File: src/rtl/rga_pkg.sv
`timescale 1ns/1ps
package rga_pkg;
  // Index width for a given number of request lines (at least one bit).
  function automatic int idx_width(input int lines);
    return (lines < 2) ? 1 : $clog2(lines);
  endfunction
endpackage

File: src/rtl/rga_above_mask.sv
`timescale 1ns/1ps
// Marks every line whose index lies strictly above the stored pointer.
module rga_above_mask #(
  parameter int DEPTH = 13,
  parameter int IW    = 4
) (
  input  logic [IW-1:0]    ptr,
  output logic [DEPTH-1:0] above
);
  genvar gi;
  for (gi = 0; gi < DEPTH; gi++) begin : g_cmp
    assign above[gi] = (IW'(gi) > ptr);
  end
endmodule

File: src/rtl/rga_tz_tree.sv
`timescale 1ns/1ps
// Log-depth lowest-set-bit finder. Input is padded to 2**IW lines.
module rga_tz_tree #(
  parameter int W  = 13,
  parameter int IW = 4
) (
  input  logic [W-1:0]  vec,
  output logic          hit,
  output logic [IW-1:0] pos
);
  localparam int P = 1 << IW;

  logic [P-1:0] padded;
  if (P > W) begin : g_pad
    assign padded = {{(P-W){1'b0}}, vec};
  end else begin : g_nopad
    assign padded = vec;
  end

  genvar lv, nd;
  for (lv = 0; lv <= IW; lv++) begin : g_lv
    localparam int NN = P >> lv;
    logic [NN-1:0] vv;
    logic [IW-1:0] xx [NN];
    for (nd = 0; nd < NN; nd++) begin : g_nd
      if (lv == 0) begin : g_leaf
        assign vv[nd] = padded[nd];
        assign xx[nd] = '0;
      end else begin : g_join
        // Lower half wins; upper half adds its half-size offset.
        assign vv[nd] = g_lv[lv-1].vv[2*nd] | g_lv[lv-1].vv[2*nd+1];
        assign xx[nd] = g_lv[lv-1].vv[2*nd] ? g_lv[lv-1].xx[2*nd]
                      : (g_lv[lv-1].xx[2*nd+1] | IW'(1 << (lv-1)));
      end
    end
  end

  assign hit = g_lv[IW].vv[0];
  assign pos = g_lv[IW].xx[0];
endmodule

File: src/rtl/rga_pick.sv
`timescale 1ns/1ps
// Runs the upper-region search and the full-vector search in parallel.
module rga_pick #(
  parameter int DEPTH = 13,
  parameter int IW    = 4
) (
  input  logic [DEPTH-1:0] req,
  input  logic [DEPTH-1:0] above,
  output logic             any,
  output logic [IW-1:0]    win
);
  logic [DEPTH-1:0] upper;
  logic             up_hit;
  logic [IW-1:0]    up_pos;
  logic [IW-1:0]    all_pos;

  assign upper = req & above;

  rga_tz_tree #(.W(DEPTH), .IW(IW)) u_upper (
    .vec (upper),
    .hit (up_hit),
    .pos (up_pos)
  );

  rga_tz_tree #(.W(DEPTH), .IW(IW)) u_full (
    .vec (req),
    .hit (any),
    .pos (all_pos)
  );

  assign win = up_hit ? up_pos : all_pos;
endmodule

File: src/rtl/rotary_grant_arb.sv
`timescale 1ns/1ps
module rotary_grant_arb #(
  parameter int DEPTH = 13,
  localparam int IW   = rga_pkg::idx_width(DEPTH)
) (
  input  logic             clk,
  input  logic             rst,
  input  logic [DEPTH-1:0] req,
  output logic [IW-1:0]    grant,
  output logic [IW-1:0]    ptr_next
);
  logic [IW-1:0]    ptr_q;
  logic [DEPTH-1:0] above;
  logic             any;
  logic [IW-1:0]    win;

  rga_above_mask #(.DEPTH(DEPTH), .IW(IW)) u_mask (
    .ptr   (ptr_q),
    .above (above)
  );

  rga_pick #(.DEPTH(DEPTH), .IW(IW)) u_pick (
    .req   (req),
    .above (above),
    .any   (any),
    .win   (win)
  );

  always_comb begin
    grant    = any ? win : '0;
    ptr_next = any ? win : ptr_q;
  end

  always_ff @(posedge clk) begin
    if (rst) begin
      ptr_q <= '0;
    end else if (ptr_next != ptr_q) begin
      ptr_q <= ptr_next;
    end
  end
endmodule

File: config.mk
export PLATFORM = sky130hd
export DESIGN_NAME = rotary_grant_arb
export DESIGN_NICKNAME = d
export VERILOG_FILES = /design/src/rtl/rga_pkg.sv /design/src/rtl/rga_above_mask.sv /design/src/rtl/rga_tz_tree.sv /design/src/rtl/rga_pick.sv /design/src/rtl/rotary_grant_arb.sv
export SDC_FILE = /design/constraint.sdc
export NUM_CORES = 1
export LEC_CHECK = 0
export BUFFER_PORTS_ARGS = -buffer_cell sky130_fd_sc_hd__buf_2
export CAP_MARGIN = 15
export CORE_AREA = 4 4 41 43
export DETAILED_ROUTE_END_ITERATION = 8
export DIE_AREA = 0 0 45 47
export GPL_TIMING_DRIVEN = 0
export PLACE_DENSITY = 0.77
export SLEW_MARGIN = 20
export SYNTH_ARGS = -nofsm -noshare
export SYNTH_HDL_FRONTEND = slang
export SYNTH_SLANG_ARGS = --single-unit
File: constraint.sdc
create_clock -name clk -period 4.1 [get_ports clk]
set_clock_uncertainty 0.2 [all_clocks]
set_input_delay 0.205 -clock clk [delete_from_list [all_inputs] [get_ports clk]]
set_output_delay 0.205 -clock clk [all_outputs]
set_load 0.01 [all_outputs]
==> results.tsv <==
metric	value	unit
status	completed	
setup_viol	0	
synth_top_cell_by_area	dfxtp_1	
drv_cap	0	
timing.slew.headroom	0.650	
avgSynthCellArea	7.28	um2
areaGrowthSynthToFinish	24.1	%
layout.nets	135	
rsz0062_at_grt	false	
whs	355	ps
vias	865	
multi_input_area	548	um2
clk_pin_slew	30	ps
syn_inst	92	
top_usage_layer	met2	
grt_pass1_vias	788	
drt.antenna.violating_nets	0	
core	1300	um2
peakVddDrop	260	uV
seq_area	80.1	um2
met3_usage	0.0153	
p_leak	0.000386	uW
p_sw	102	uW
synth_flop_cell	dfxtp_1	
grt_antenna_before_repair	0	
layout_commonest_cell	buf_2	
seq_area_frac_synth	0.120	
fmax	0.378	GHz
final_core_util	0.638	
crit_arrival	2240	ps
drt_iter0_markers	38	
htree_levels	1	
viasPerCell	6.50	
clock_path_buffers	2	
postCtsHoldBufs	1	
synthesis.nets	107	
met1_usage	0.271	
num_rows	13	
critPathCaptureType	output port	
synth_cell_types	48	
slew_violations	0	
regMostFlops	ptr_q	
grtUsageMet2	0.370	
r2r_end	ptr_q[2]	
share_comb_of_total_power	0.570	
fill_cells	127	
critPathLaunchType	flop	
synth.ff_latch_count	4	
cp_max_fo	10	
critPathKind	flop to output port	
final.min_clock_period	2640	ps
synth_edf_count	0	
grt_max_degree	11	
overflow	0	
worst_slew_pin_slew	520	ps
syn-cell-area	669	um2
p_seq_frac	0.213	
r2r_start	ptr_q[0]	
hold_depth	4	
power.internal	138	uW
cts.sinks	4	
firstDrtPassIters	4	
dp_cells	129	
start_util	0.514	
yosysWarnings	0	
clk_latency	250	ps
boundaryPins	23	
root_buffer	clkbuf_4	
cts_buffers	3	
drt_wl_total	2050	um
hold_viol_final	0	
drive_gt1_frac	0.314	
setup_tns	0	ps
fp.dieH	47	um
drc	0	
largest_register_ffs	4	
clock_power_share	0.217	
pwr_density_cell	289	nW/um2
r2r_slack	1960	ps
ctsResizeCount	0	
yosys-top-cells-area	dfxtp_1 (12%), nor2_1 (7.9%), a21oi_1 (3.7%)	
grt_first_pass_wirelength	3370	um
hpwl	1580	um
layoutNonFillerInstCount	133	
layout_common_cells	buf_2 (22), nor2_1 (14), inv_1 (5), nor3_1 (5), a21oi_1 (5)	
die_w	45	um
die_area	2120	um2
p_sw_frac	0.425	
track_usage	0.219	
hold_path.startpoint	req[1]	
critical_path_required	3690	ps
yosysTopAreaCellShare	0.120	
ff2ff_path_depth	6	
async_reset_ff_frac	0	
post-route-period-util	0.645	
reg_top3	ptr_q: 4 flops	
wl_per_cell	15.4	um
cts_tree	built	
num_antenna_cells	0	
cts_setup_buffers	0	
hp-class	primary input to flop	
hold-path-endpoint	ptr_q[1]	
gp_congestion	0.924	
port_buffers	22	
-- power by group through the flow --
stage          clock (uW)  sequential, uW  combinational (uW)
2_1_floorplan           0            49.4                91.7
3_3_place_gp            0            51.5                 132
3_5_place_dp            0            51.7                 134
4_1_cts              54.2            51.1                 136
5_1_grt              56.3            51.7                 151
6_report             52.1            51.3                 137
-- routing by layer --
| metal | wire length, um | vias to the layer above |
|---|---|---|
| met4 | 41 | 0 |
| met3 | 158 | 4 |
| met5 | 0 | - |
| met2 | 1030 | 47 |
| li1 | - | 411 |
| met1 | 817 | 403 |
-- cell usage after synthesis, types with 2 or more instances --
master and instances:
nor2_1 14, o21a_1 2, o21bai_1 2, nor4_1 4, a21o_1 2, nor3_1 5, inv_1 5, dfxtp_1 4
nand2b_1 2, nor2b_1 2, o21ai_0 4, a21oi_1 5, nand2_1 4, and2_1 2, nand3_1 2
-- worst max path at each step --
stage	start	end
2_1_floorplan	ptr_q[1]	ptr_next[0]
3_3_place_gp	ptr_q[3]	ptr_next[0]
3_5_place_dp	ptr_q[3]	ptr_next[0]
4_1_cts	ptr_q[3]	ptr_next[0]
5_1_grt	ptr_q[3]	ptr_next[0]
6_report	ptr_q[3]	ptr_next[0]
-- layout make-up --
type,count,share of cell area
well taps,15,0.0226
repair buffers,23,0.145
plain buffers,3,0.0271
multi-input cells,80,0.660
inverters,5,0.0226
clock buffers,3,0.0271
flip-flops and latches,4,0.0964
-- critical path, stage by stage (launching register included) --
cell	delay [ps]
dfxtp_1	450
clkbuf_1	400
a21oi_2	110
nor4_4	260
o31ai_1	130
o211a_1	270
or2_1	240
buf_2	140
-- through the flow --
stage          cell area [um2]  power [uW]  setup WS [ps]
2_1_floorplan              669         141           2010
3_3_place_gp               798         183           1780
3_5_place_dp               798         186           1740
4_1_cts                    831         241           1470
5_1_grt                    831         259           1330
6_report                   831         240           1460
-- logic make-up (layout without fill, tap and decap cells) --
kind of cell / count (synthesis) / in the layout / share of synthesized area
flops: 4 / 4 / 0.120
simple gates: 47 / 47 / 0.419
buf+inv: 8 / 34 / 0.0617
compound gates: 33 / 33 / 0.400
No activity file was read; power rests on OpenSTA's default activity.
